File: config.mk
export PLATFORM = sky130hd
export DESIGN_NAME = irq_ctrl
export DESIGN_NICKNAME = d
export VERILOG_FILES = /design/src/rtl/irq_ctrl_pkg.sv /design/src/rtl/irq_evt_qual.sv /design/src/rtl/irq_status_reg.sv /design/src/rtl/irq_mask_reg.sv /design/src/rtl/irq_req_gen.sv /design/src/rtl/irq_ctrl.sv
export SDC_FILE = /design/constraint.sdc
export NUM_CORES = 1
export LEC_CHECK = 0
export ABC_AREA = 1
export BUFFER_PORTS_ARGS = -buffer_cell sky130_fd_sc_hd__buf_2
export CAP_MARGIN = 30
export CORE_MARGIN = 2
export CORE_UTILIZATION = 35
export CTS_BUF_LIST = sky130_fd_sc_hd__clkbuf_8
export DETAILED_ROUTE_END_ITERATION = 16
export PLACE_DENSITY_LB_ADDON = 0.15
export SKIP_CTS_REPAIR_TIMING = 1
export SLEW_MARGIN = 15
export SYNTH_ARGS = -nofsm -noshare
export SYNTH_HDL_FRONTEND = slang
export SYNTH_SLANG_ARGS = --single-unit
File: constraint.sdc
create_clock -name clk_i -period 2.33 [get_ports clk_i]
set_clock_uncertainty 0.05 [all_clocks]
set_input_delay 0 -clock clk_i [delete_from_list [all_inputs] [get_ports clk_i]]
set_output_delay 0 -clock clk_i [all_outputs]
set_load 0.01 [all_outputs]
File: src/rtl/irq_ctrl_pkg.sv
package irq_ctrl_pkg;
  localparam int unsigned SRC_W  = 15;
  localparam int unsigned DATA_W = 32;
  localparam int unsigned ADDR_W = 8;

  localparam int unsigned B_RX_QEMPTY = 2;
  localparam int unsigned B_RX_CRC    = 4;
  localparam int unsigned B_TX_DONE   = 5;
  localparam int unsigned B_TX_QEMPTY = 7;

  typedef logic [SRC_W-1:0] src_vec_t;
endpackage

File: src/rtl/irq_evt_qual.sv
module irq_evt_qual
  import irq_ctrl_pkg::*;
#(
  parameter int unsigned W = SRC_W
) (
  input  logic [W-1:0] evt_i,
  input  logic         mon_mode_i,
  input  logic         tx_frame_irq_i,
  output logic [W-1:0] set_o
);
  for (genvar i = 0; i < W; i++) begin : g_bit
    if (i == B_RX_CRC) begin : g_crc
      assign set_o[i] = evt_i[i] & ~mon_mode_i;
    end else if (i == B_TX_DONE) begin : g_txd
      assign set_o[i] = evt_i[i] & tx_frame_irq_i;
    end else begin : g_plain
      assign set_o[i] = evt_i[i];
    end
  end
endmodule

File: src/rtl/irq_status_reg.sv
module irq_status_reg
  import irq_ctrl_pkg::*;
#(
  parameter int unsigned W = SRC_W
) (
  input  logic         clk_i,
  input  logic         rst_ni,
  input  logic [W-1:0] set_i,
  input  logic [W-1:0] sw_clr_i,
  input  logic         tx_queued_i,
  input  logic         rx_queued_i,
  output logic [W-1:0] status_o
);
  logic [W-1:0] auto_clr;
  logic [W-1:0] status_q;

  for (genvar i = 0; i < W; i++) begin : g_clr
    if (i == B_TX_QEMPTY) begin : g_txq
      assign auto_clr[i] = tx_queued_i;
    end else if (i == B_RX_QEMPTY) begin : g_rxq
      assign auto_clr[i] = rx_queued_i;
    end else begin : g_none
      assign auto_clr[i] = 1'b0;
    end
  end

  // set dominates any clear in the same cycle
  always_ff @(posedge clk_i or negedge rst_ni) begin
    if (!rst_ni) status_q <= '0;
    else         status_q <= (status_q & ~(sw_clr_i | auto_clr)) | set_i;
  end

  assign status_o = status_q;
endmodule

File: src/rtl/irq_mask_reg.sv
module irq_mask_reg
  import irq_ctrl_pkg::*;
#(
  parameter int unsigned W = SRC_W
) (
  input  logic         clk_i,
  input  logic         rst_ni,
  input  logic         we_i,
  input  logic [W-1:0] wdata_i,
  output logic [W-1:0] mask_o
);
  logic [W-1:0] mask_q;

  always_ff @(posedge clk_i or negedge rst_ni) begin
    if (!rst_ni)   mask_q <= '0;
    else if (we_i) mask_q <= wdata_i;
  end

  assign mask_o = mask_q;
endmodule

File: src/rtl/irq_req_gen.sv
module irq_req_gen
  import irq_ctrl_pkg::*;
#(
  parameter int unsigned W = SRC_W
) (
  input  logic         clk_i,
  input  logic         rst_ni,
  input  logic [W-1:0] status_i,
  input  logic [W-1:0] mask_i,
  output logic         irq_o
);
  logic irq_q;

  always_ff @(posedge clk_i or negedge rst_ni) begin
    if (!rst_ni) irq_q <= 1'b0;
    else         irq_q <= |(status_i & mask_i);
  end

  assign irq_o = irq_q;
endmodule

File: src/rtl/irq_ctrl.sv
module irq_ctrl
  import irq_ctrl_pkg::*;
#(
  parameter int unsigned         W        = SRC_W,
  parameter int unsigned         AW       = ADDR_W,
  parameter int unsigned         DW       = DATA_W,
  parameter logic [ADDR_W-1:0]   STAT_OFS = 8'h04,
  parameter logic [ADDR_W-1:0]   MASK_OFS = 8'h08
) (
  input  logic          clk_i,
  input  logic          rst_ni,
  input  logic [W-1:0]  evt_i,
  input  logic          mon_mode_i,
  input  logic          tx_frame_irq_i,
  input  logic          tx_queued_i,
  input  logic          rx_queued_i,
  input  logic          bus_sel_i,
  input  logic          bus_we_i,
  input  logic [AW-1:0] bus_addr_i,
  input  logic [DW-1:0] bus_wdata_i,
  output logic [DW-1:0] bus_rdata_o,
  output logic          irq_o
);
  localparam int unsigned PAD_W = DW - W;

  logic [W-1:0] set_vec;
  logic [W-1:0] sw_clr;
  logic [W-1:0] status_q;
  logic [W-1:0] mask_q;
  logic         wr_stat;
  logic         wr_mask;

  assign wr_stat = bus_sel_i & bus_we_i & (bus_addr_i == STAT_OFS[AW-1:0]);
  assign wr_mask = bus_sel_i & bus_we_i & (bus_addr_i == MASK_OFS[AW-1:0]);
  assign sw_clr  = wr_stat ? bus_wdata_i[W-1:0] : '0;

  irq_evt_qual #(.W(W)) u_qual (
    .evt_i          (evt_i),
    .mon_mode_i     (mon_mode_i),
    .tx_frame_irq_i (tx_frame_irq_i),
    .set_o          (set_vec)
  );

  irq_status_reg #(.W(W)) u_stat (
    .clk_i       (clk_i),
    .rst_ni      (rst_ni),
    .set_i       (set_vec),
    .sw_clr_i    (sw_clr),
    .tx_queued_i (tx_queued_i),
    .rx_queued_i (rx_queued_i),
    .status_o    (status_q)
  );

  irq_mask_reg #(.W(W)) u_mask (
    .clk_i   (clk_i),
    .rst_ni  (rst_ni),
    .we_i    (wr_mask),
    .wdata_i (bus_wdata_i[W-1:0]),
    .mask_o  (mask_q)
  );

  irq_req_gen #(.W(W)) u_req (
    .clk_i    (clk_i),
    .rst_ni   (rst_ni),
    .status_i (status_q),
    .mask_i   (mask_q),
    .irq_o    (irq_o)
  );

  always_comb begin
    if (bus_addr_i == STAT_OFS[AW-1:0])      bus_rdata_o = {{PAD_W{1'b0}}, status_q};
    else if (bus_addr_i == MASK_OFS[AW-1:0]) bus_rdata_o = {{PAD_W{1'b0}}, mask_q};
    else                                     bus_rdata_o = '0;
  end
endmodule

## After elaboration in Yosys (flattened, before gate mapping)

Index checks and enable logic that the tools add are counted.

| word-level totals | value |
|---|---|
| bits in registers | 31 |
| input bits | 63 |
| output and inout bits | 33 |
| logic and storage cells | 20 |

| cells by class | value |
|---|---|
| equal/unequal tests | 2 |
| muxes and demuxes | 3 |
| bitwise logic cells | 11 |
| reduce and logical (&&, ||, !) cells | 1 |

Operators with widths:

| cell | count |
|---|---|
| 15-bit two-way mux | 3 |
| 15-bit bitwise AND | 2 |
| 15-bit inverter | 1 |
| 15-bit OR | 1 |
| 15-bit by 8-bit OR with 15-bit output | 1 |
| 15-bit OR reduction | 1 |
| 8-bit by 3-bit equality test with 1-bit output, second input constant | 1 |
| 8-bit by 4-bit equality test with 1-bit output, second input constant | 1 |
| 1-bit bitwise AND | 5 |
| 1-bit inverter | 1 |

## Logic depth before layout (Yosys ltp)

Gate-level depths: netlist of run 1.

| depth | value |
|---|---|
| depth after elaboration | 7 |
| gate-level depth with buffers | 8 |
| depth with buffers taken out | 7 |

## Cells and area by module

From an unflattened synthesis of run 1, not the netlist that was laid out.

| unflattened totals | value |
|---|---|
| cells, all modules | 285 |
| area total of the unflattened synthesis | 2,133.3 um2 |

Modules (own cells, without submodules):

| module | times used | cells an instance | area an instance (um2) | seq. area each (um2) |
|---|---|---|---|---|
| irq_ctrl | 1 | 120 | 704.4 | 0.0 |
| irq_mask_reg | 1 | 64 | 608.1 | 375.4 |
| irq_status_reg | 1 | 49 | 551.8 | 375.4 |
| irq_req_gen | 1 | 35 | 153.9 | 25.0 |
| irq_evt_qual | 1 | 17 | 115.1 | 0.0 |

## Least setup slack after synthesis of run 1

Ideal clock, no wire load.

| timing path | value |
|---|---|
| path kind | in2reg |
| start point | input port bus_addr_i[1] |
| end point | register u_mask.mask_q[0] (netlist: u_mask.mask_o[0]) |
| setup time | 0.117 ns |
| arrival | 0.666 ns |
| slack | 1.497 ns |
| stages | 7 |
| cells stage by stage | nor2_1 nand3_1 nor2_4 nand2_2 buf_6 nand2_1 nand2_1 |

| on the way | value |
|---|---|
| cells in the longest elaborated chain, start to end | 2 |

RTL lines:

| element | RTL line | source |
|---|---|---|
| start, declared | irq_ctrl.sv:19 | `input logic [AW-1:0] bus_addr_i,` |
| 8-bit by 4-bit equality test with 1-bit output | irq_ctrl.sv:34 | `assign wr_mask = bus_sel_i & bus_we_i & (bus_addr_i == MASK_OFS[AW-1:0]);` |
| 1-bit bitwise AND | irq_ctrl.sv:34 |  |
| end signal, assigned | irq_mask_reg.sv:16 | `else if (we_i) mask_q <= wdata_i;` |
| end, declared | irq_mask_reg.sv:12 | `logic [W-1:0] mask_q;` |

No other way between the ends.
A chain may end at the register's enable or synchronous reset.

## Worst setup path after layout of run 1

| timing path | value |
|---|---|
| start point | input port evt_i[4] |
| end point | register u_stat.status_q[4] (netlist: u_stat.status_o[4]) |

| on the way | value |
|---|---|
| cells in the longest elaborated chain, start to end | 2 |

RTL lines:

| element | RTL line | source |
|---|---|---|
| start, declared | irq_ctrl.sv:12 | `input logic [W-1:0] evt_i,` |
| 1-bit bitwise AND | irq_evt_qual.sv:13 | `assign set_o[i] = evt_i[i] & ~mon_mode_i;` |
| 15-bit OR | irq_status_reg.sv:30 | `else status_q <= (status_q & ~(sw_clr_i \| auto_clr)) \| set_i;` |
| end signal, assigned | irq_status_reg.sv:30 |  |
| end, declared | irq_status_reg.sv:15 | `logic [W-1:0] status_q;` |

No other way between the ends.

==> results of run 1 <==
-- layout by cell type (no fill, tap or decap), drive strengths merged --
cell	instances
nand4	3
inv	18
clkinv	1
nand3	32
buf	64
nand2	127
conb	17
nor2	10
clkbuf	6
dlygate4sd3	46
dfrtp	31
bufinv	1
-- worst paths after layout --
path	startpoint	to	slack (ns)	cells after the start
max	evt_i[4]	u_stat.status_o[4]	0.61	6
min	bus_addr_i[3]	u_mask.mask_o[2]	0.14	5
max reg2reg	u_stat.status_o[7]	u_stat.status_o[7]	1.03	5
min reg2reg	u_mask.mask_o[3]	u_mask.mask_o[3]	0.45	2
max in group asynchronous	rst_ni	u_stat.status_o[1]	1.51	2
min in group asynchronous	rst_ni	u_stat.status_o[14]	0.25	2
-- stage by stage --
step | hold slack [ns] | cell area, sq um
final | 0.1404 | 2603
after global routing | 0.1888 | 2603
after CTS | -0.2559 | 2142
after detailed placement | 0.04840 | 2024
after global placement | 0.05059 | 2024
after floorplan | -0.3456 | 1803
-- per-layer routing --
layer | GRT usage (%) | up-vias
li1 | - | 941
met2 | 23.40 | 60
met1 | 20.14 | 774
met5 | 0 | -
met3 | 4.878 | 4
met4 | 4.762 | 0
-- cell families (layout without fill, tap and decap cells) --
| group | count (synthesis) | count (layout) | share of synthesized area [%] |
|---|---|---|---|
| buffers and inverters | 45 | 136 | 14.79 |
| other | 1 | 17 | 0.2152 |
| flip-flops | 31 | 31 | 44.51 |
| AND/OR/NAND/NOR | 172 | 172 | 40.49 |
-- worst max-delay path: stages --
cell	delay, ns
dlygate4sd3_1	0.53
buf_2	0.12
nand2_1	0.05
dlygate4sd3_1	0.54
nand2_1	0.05
dlygate4sd3_1	0.55
-- sequential cells by signal (all words and copies together) (netlist names) --
register,flops
u_req.irq_o,1
u_mask.mask_o,15
u_stat.status_o,15
-- power by group through the flow --
stage                     combinational (mW)  sequential, mW  clock [mW]
final                                  0.162           0.561       0.548
after CTS                              0.118           0.561       0.559
after detailed placement               0.117           0.571           0
after global routing                   0.185           0.563       0.584
after floorplan                       0.0706           0.572           0
after global placement                 0.116           0.571           0
-- cell type report --
class / instances / area (sq um)
clock buffer: 6 / 82.58
clock inverter: 2 / 35.03
fill: 502 / 2152
inverter: 18 / 67.56
multi-input combinational: 189 / 769.5
sequential: 31 / 775.7
tap: 67 / 83.83
timing repair buffer: 110 / 788.3
==> impl_metrics.csv, run 1 <==
group,metric,value,unit
run_status,status,"finished, final reports clean",
clocking,cts.sinks,31,
sta,layout_min_cycle_time,1.721,ns
sta,rsz0062_at_grt,"no",
critical_path,start_kind,"input port",
sta,slew_headroom,52.54,%
power,pwr-share-clk,43.1,%
drt,highest_layer,"met4",
drt,viasPerCell,4.206,
global_routing,gr-total-overflow,0,
synthesis,netlist_area,0.001743,sq mm
power,design_power_total,1.271,mW
global_routing,grt_max_degree,32,
drt,drtIter0Drc,85,
clocking,clock_latency,0.28,ns
clocking,cts_buffer_depth,2,
final_layout,drive_above_1_share,21.07,%
die,core,0.004755,sq mm
drt,wl_met1,1972,um
drt,drc,0,
drt,drt-pass1-iter-count,4,
sta,hold_viol_final,0,
synthesis,synth_warnings,0,
power,combinationalPowerShare,12.8,%
final_layout,syn_to_final_growth,49.32,%
power,powerDensity,488.3,mW/mm^2
die,rows,25,
global_routing,antenna_found_initial,0,
power,vdd_drop_max,0.0004330,V
final_layout,nNetsFinal,418,
synthesis,ys_seq_area_share,44.51,%
synthesis,yosysTopAreaCell,"dfrtp_1",
die,io_pins,96,
power,switching_share,22.65,%
synthesis,synth.top_cell.area_share,44.51,%
clocking,cts_buffers,5,
sta,period_share,73.88,%
sta,layout_setup_ws,0.6086,ns
power,seq_power_share,44.1,%
final_layout,finalNonFillerCells,423,
die,die_area,0.005560,sq mm
power,internal-power,0.9830,mW
synthesis,synthArstFlopShare,100.0,%
run,max_cap_viol_count,0,
synthesis,synth_cell_types,15,
drt,postRouteAntennaNets,0,
synthesis,synthMostInstantiatedCell,"nand2_1",
global_routing,grt_usage,15.10,%
drt,wl_per_cell,10.19,um
sta,finalSetupTns,0,ns
sta,fmax,580.9,MHz
clocking,cts-htree-levels,2,
place,dp_cells,369,
critical_path,crit_path_max_fanout,1,
clocking,cts_tree,"done",
critical_path,end_kind,"flip-flop",
critical_path,arrival,1.83,ns
die,die_height,74.57,um
min_path,hp-class,"input port to flip-flop",
critical_path,path_class,"input port to flip-flop",
synthesis,ys_top_cells_by_count,"nand2_1, nand3_1, dfrtp_1, buf_4, inv_1",
drt,met3RoutedLength,229,um
power,p_leak,1.438,nW
clocking,root_buffer,"clkbuf_8",
die,die_width,74.57,um
global_routing,grt_pass1_wl,6258,um
power,p_sw,0.2879,mW
synthesis,synthFlopType,"dfrtp_1",
place,port_buffers,61,
synthesis,synth_edf_count,0,
final_layout,final_core_util,54.74,%
synthesis,avgSynthCellArea,7.000,sq um
critical_path,required,2.44,ns
place,gp_congestion,0.6806,
drt,drt-total-wl,4309,um
global_routing,grt_pass1_vias,1416,
die,initial_core_util,36.66,%
place,dp_slack,0.9641,ns
sta,worst_pin_slew,0.7118,ns
clocking,clk_pin_slew,0.06,ns
synthesis,yosys_register_bits,31,
drt,met2WireLength,2074,um
sta,setup_viol,0,
place,hpwl,2732,um
drt,vias,1779,
synthesis,syn-instance-count,249,
synthesis,synth_area_leaders,"dfrtp_1, nand2_1, nand3_1",
sta,finalMaxSlewViolations,0,
final_layout,diodes,0,
(Power assumes the default switching activity.)
==> run 2: changes to the inputs <==
Clock period 2.33 ns to 1.5 ns, I/O delays scaled along.
==> run 2 against run 1 <==
Against the previous run:
- critical path depth up 3
- count of clock-buffer cells in the layout down 1
- non-clock buffer count down 1
- worst setup slack worse by 0.43 ns
- die area unchanged
- worst hold slack worse by 0.0022 ns
==> impl_metrics.csv, run 2 (same netlist as run 1, synthesis figures left out) <==
group,metric,value,unit
sta,slew_headroom,52.42,%
power,seq_power_share,50.3,%
die,rows,25,
run,max_cap_viol_count,0,
sta,finalSetupTns,0,ns
global_routing,gr-total-overflow,0,
global_routing,grt_pass1_vias,1448,
critical_path,crit-reg2reg-launch,"u_stat.status_o[7]",
power,p_sw,0.4295,mW
final_layout,drive_above_1_share,21.13,%
critical_path,crit_path_max_fanout,30,
drt,postRouteAntennaNets,0,
drt,drt-pass1-iter-count,4,
sta,hold_viol_final,0,
drt,vias,1776,
sta,rsz0062_at_grt,"no",
power,vdd_drop_max,0.0004967,V
critical_path,r2r_end,"u_stat.status_o[7]",
drt,drt-total-wl,4276,um
critical_path,rrSetupSlack,0.19,ns
global_routing,grt_pass1_wl,6044,um
min_path,hp-class,"input port to flip-flop",
critical_path,start_kind,"input port",
die,die_height,74.57,um
critical_path,end_kind,"flip-flop",
critical_path,critPathMaxStageDelay,0.55,ns
power,design_power_total,1.733,mW
place,port_buffers,61,
final_layout,diodes,0,
place,dp_slack,0.1894,ns
critical_path,crit_buf_inv,3,
critical_path,cp_common_cell,"nand2_1",
drt,drtIter0Drc,82,
final_layout,finalNonFillerCells,422,
critical_path,crit_family,"buffers and inverters",
critical_path,path_class,"input port to flip-flop",
sta,layout_min_cycle_time,1.320,ns
min_path,worstHoldStart,"bus_addr_i[3]",
global_routing,grt_max_degree,32,
critical_path,r2r_cells,5,
critical_path,crit_chain,"buf_2, nor2_1, nand2_1, nor2_2, buf_12, nand3_1, nand2_1, nand2_1, dlygate4sd3_1",
power,pwr-share-clk,34.9,%
clocking,cts_tree,"done",
clocking,cts.sinks,31,
global_routing,antenna_found_initial,0,
die,io_pins,96,
min_path,holdPathStages,5,
final_layout,syn_to_final_growth,47.81,%
power,powerDensity,672.7,mW/mm^2
final_layout,final_core_util,54.18,%
die,die_area,0.005560,sq mm
critical_path,critical-path-slowest-cell,"dlygate4sd3_1",
power,combinationalPowerShare,14.8,%
die,die_width,74.57,um
clocking,cts-htree-levels,2,
place,dp_cells,371,
sta,setup_viol,0,
drt,wl_per_cell,10.13,um
sta,period_share,88.03,%
clocking,clk_pin_slew,0.07,ns
die,core,0.004755,sq mm
min_path,hold_end,"u_mask.mask_o[9]",
critical_path,required,1.61,ns
final_layout,final_common_cell,"nand2_1",
place,gp_congestion,0.7340,
clocking,root_buffer,"clkbuf_8",
final_layout,nNetsFinal,417,
sta,layout_setup_ws,0.1796,ns
clocking,cts_buffer_depth,2,
power,switching_share,24.79,%
die,initial_core_util,36.66,%
sta,fmax,757.3,MHz
power,internal-power,1.303,mW
run_status,status,"finished, final reports clean",
clocking,cts_buffers,5,
drt,drc,0,
power,p_leak,1.439,nW
sta,finalMaxSlewViolations,0,
final_layout,nFillCells,498,
global_routing,grt_usage,14.52,%
place,hpwl,2899,um
clocking,clock_latency,0.28,ns
drt,viasPerCell,4.209,
final_layout,final_cell_mix,"nand2_1, buf_2, dlygate4sd3_1, nand3_1, dfrtp_1",
sta,worst_pin_slew,0.7137,ns
critical_path,arrival,1.43,ns
[run 2: cell count changes in the layout (fill, tap and decap cells not counted)]
cell	delta
inv_1	+2
clkbuf_8	-1
buf_12	+2
bufinv_16	-1
dlygate4sd3_1	-3
[run 2: layout make-up]
| cell class | count | area [sq um] | share of cell area, % |
|---|---|---|---|
| clock buffer | 5 | 68.82 | 2.671 |
| clock inverter | 3 | 12.51 | 0.4857 |
| inverter | 18 | 67.56 | 2.623 |
| multi-input combinational | 189 | 769.5 | 29.87 |
| sequential | 31 | 775.7 | 30.11 |
| tap | 67 | 83.83 | 3.254 |
| timing repair buffer | 109 | 798.3 | 30.99 |
[run 2: per-stage QoR]
| step | instance area, sq um | hold slack, ns |
|---|---|---|
| after CTS | 2146 | -0.2615 |
| after global routing | 2576 | 0.1771 |
| after detailed placement | 2064 | 0.04011 |
| after floorplan | 1803 | -0.3456 |
| final | 2576 | 0.1382 |
| after global placement | 2064 | 0.05497 |
[run 2: worst register-to-register path: cells and delay by family (launching register included)]
| family | cells | cell delay [ns] |
|---|---|---|
| buf+inv | 2 | 0.61 |
| flops | 1 | 0.40 |
| simple gates | 3 | 0.13 |
[run 2: power groups by stage]
stage | Combinational, mW | Sequential, mW | Clock (mW)
6_report | 0.256 | 0.872 | 0.605
5_1_grt | 0.290 | 0.873 | 0.664
4_1_cts | 0.186 | 0.872 | 0.625
3_5_place_dp | 0.185 | 0.887 | 0
3_3_place_gp | 0.183 | 0.888 | 0
2_1_floorplan | 0.110 | 0.889 | 0
[run 2: worst max path at each step]
stage                               endpoint     startpoint  depth (start not counted)
after global placement      u_mask.mask_o[3]  bus_addr_i[1]                          7
after floorplan             u_mask.mask_o[0]  bus_addr_i[1]                          7
after detailed placement    u_mask.mask_o[6]  bus_addr_i[1]                          7
after global routing      u_stat.status_o[2]  bus_addr_i[7]                          9
after CTS                    bus_rdata_o[12]  bus_addr_i[1]                          8
final                     u_stat.status_o[7]  bus_addr_i[5]                          9
[run 2: metal layers]
metal | share of wire (%) | up-vias | global-route usage [%]
met4 | 1.2 | 0 | 5.952
met2 | 48 | 48 | 23.30
met5 | 0 | - | 0
met1 | 47 | 784 | 18.69
li1 | - | 937 | -
met3 | 4.5 | 7 | 3.794
==> run 3: changes to the inputs <==
Settings changed: PLACE_DENSITY from default to 0.75, PLACE_DENSITY_LB_ADDON 0.15 to default.
==> run 3 against run 2 <==
Against the previous run:
- via count shrank 0.90%
- design area down 0.87%
- sequential power barely moved
- largest cell class is now registers
- highest routed layer unchanged
==> impl_metrics.csv, run 3 (same netlist as run 1, synthesis figures left out) <==
group,metric,value,unit
min_path,hp-class,"input port to flip-flop",
die,rows,25,
global_routing,grt_max_degree,32,
sta,layout_setup_ws,0.1858,ns
power,powerDensity,672.5,mW/mm^2
final_layout,final_cell_mix,"nand2_1, buf_2, dlygate4sd3_1, nand3_1, dfrtp_1",
place,dp_cells,371,
run_status,status,"finished, final reports clean",
sta,rsz0062_at_grt,"no",
critical_path,crit_path_max_fanout,30,
critical_path,rrSetupSlack,0.19,ns
clocking,clk_pin_slew,0.06,ns
clocking,cts_buffer_depth,2,
die,core,0.004755,sq mm
global_routing,met2_usage,24.19,%
global_routing,antenna_found_initial,0,
critical_path,start_kind,"input port",
global_routing,met1_usage,18.12,%
global_routing,gr-total-overflow,0,
drt,drt-total-wl,4247,um
sta,finalSetupTns,0,ns
global_routing,busiest_layer,"met2",
final_layout,syn_to_final_growth,46.52,%
place,gp_congestion,0.7659,
global_routing,grt_use_met3,4.743,%
critical_path,cp-endpoint,"u_stat.status_o[14]",
die,io_pins,96,
sta,period_share,87.62,%
drt,postRouteAntennaNets,0,
critical_path,arrival,1.41,ns
global_routing,grt_pass1_vias,1483,
place,port_buffers,61,
run,max_cap_viol_count,0,
drt,drt-pass1-iter-count,4,
critical_path,r2r_cells,5,
global_routing,grt_usage,14.53,%
sta,whs,0.1066,ns
sta,worst_pin_slew,0.6864,ns
clocking,cts_buffers,5,
sta,fmax,760.9,MHz
place,hpwl,2757,um
sta,hold_viol_final,0,
clocking,clock_latency,0.27,ns
final_layout,design_area,0.002554,sq mm
critical_path,path_class,"input port to flip-flop",
power,design_power_total,1.717,mW
final_layout,drive_above_1_share,21.19,%
clocking,cts-htree-levels,2,
sta,slew_headroom,54.24,%
place,dp_slack,0.3833,ns
final_layout,final_core_util,53.71,%
clocking,cts_tree,"done",
die,die_width,74.57,um
die,die_area,0.005560,sq mm
critical_path,end_kind,"flip-flop",
die,initial_core_util,36.66,%
critical_path,required,1.59,ns
power,p_leak,1.435,nW
clocking,cts.sinks,31,
drt,viasPerCell,4.181,
clocking,root_buffer,"clkbuf_8",
drt,drtIter0Drc,57,
drt,wl_per_cell,10.09,um
sta,finalMaxSlewViolations,0,
global_routing,grt_pass1_wl,6203,um
critical_path,crit-reg2reg-launch,"u_stat.status_o[7]",
final_layout,final_common_cell,"nand2_1",
power,vdd_drop_max,0.0003745,V
critical_path,startpoint,"bus_addr_i[7]",
die,die_height,74.57,um
drt,drc,0,
drt,vias,1760,
final_layout,nFillCells,500,
final_layout,finalNonFillerCells,421,
sta,layout_min_cycle_time,1.314,ns
critical_path,r2r_end,"u_stat.status_o[7]",
final_layout,diodes,0,
sta,setup_viol,0,
place,place_area,0.002052,sq mm
final_layout,nNetsFinal,416,
-- run 3: worst min-delay path by stage --
stage / cells past startpoint / from / slack, ns / to
final: 6 / bus_addr_i[0] / 0.11 / u_mask.mask_o[2]
after global routing: 5 / bus_addr_i[3] / 0.13 / u_mask.mask_o[2]
after CTS: 1 / rst_ni / -0.26 / u_stat.status_o[12]
after detailed placement: 1 / rst_ni / 0.04 / u_stat.status_o[12]
after global placement: 1 / rst_ni / 0.04 / u_stat.status_o[12]
after floorplan: 0 / rst_ni / -0.35 / u_mask.mask_o[0]
-- run 3: per-layer routing --
metal / vias up / routed length [um] / part of all wire [%]
met4: 0 / 21 / 0.49
li1: 933 / - / -
met3: 2 / 220 / 5.2
met5: - / 0 / 0
met1: 774 / 1764 / 42
met2: 51 / 2241 / 53
-- run 3: power breakdown --
group | leakage (nW) | internal (mW) | switching (mW) | total, mW
Clock | 0.0505 | 0.311 | 0.280 | 0.591
Sequential | 0.356 | 0.859 | 0.0129 | 0.871
Combinational | 1.03 | 0.134 | 0.121 | 0.255
-- run 3: critical path, stage by stage --
cell and delay (ns):
buf_2 0.10, nor2_1 0.09, nand2_1 0.11, nor2_2 0.17, buf_12 0.18, nand3_1 0.09, nand2_1 0.07, nand2_1 0.04
dlygate4sd3_1 0.56
-- run 3: area by class of cell --
cell class	count	area, sq um	share of cell area [%]
inverter	18	67.56	2.646
clock buffer	5	68.82	2.695
tap	67	83.83	3.283
sequential	31	775.7	30.38
multi-input combinational	189	769.5	30.13
timing repair buffer	108	775.7	30.38
clock inverter	3	12.51	0.4900
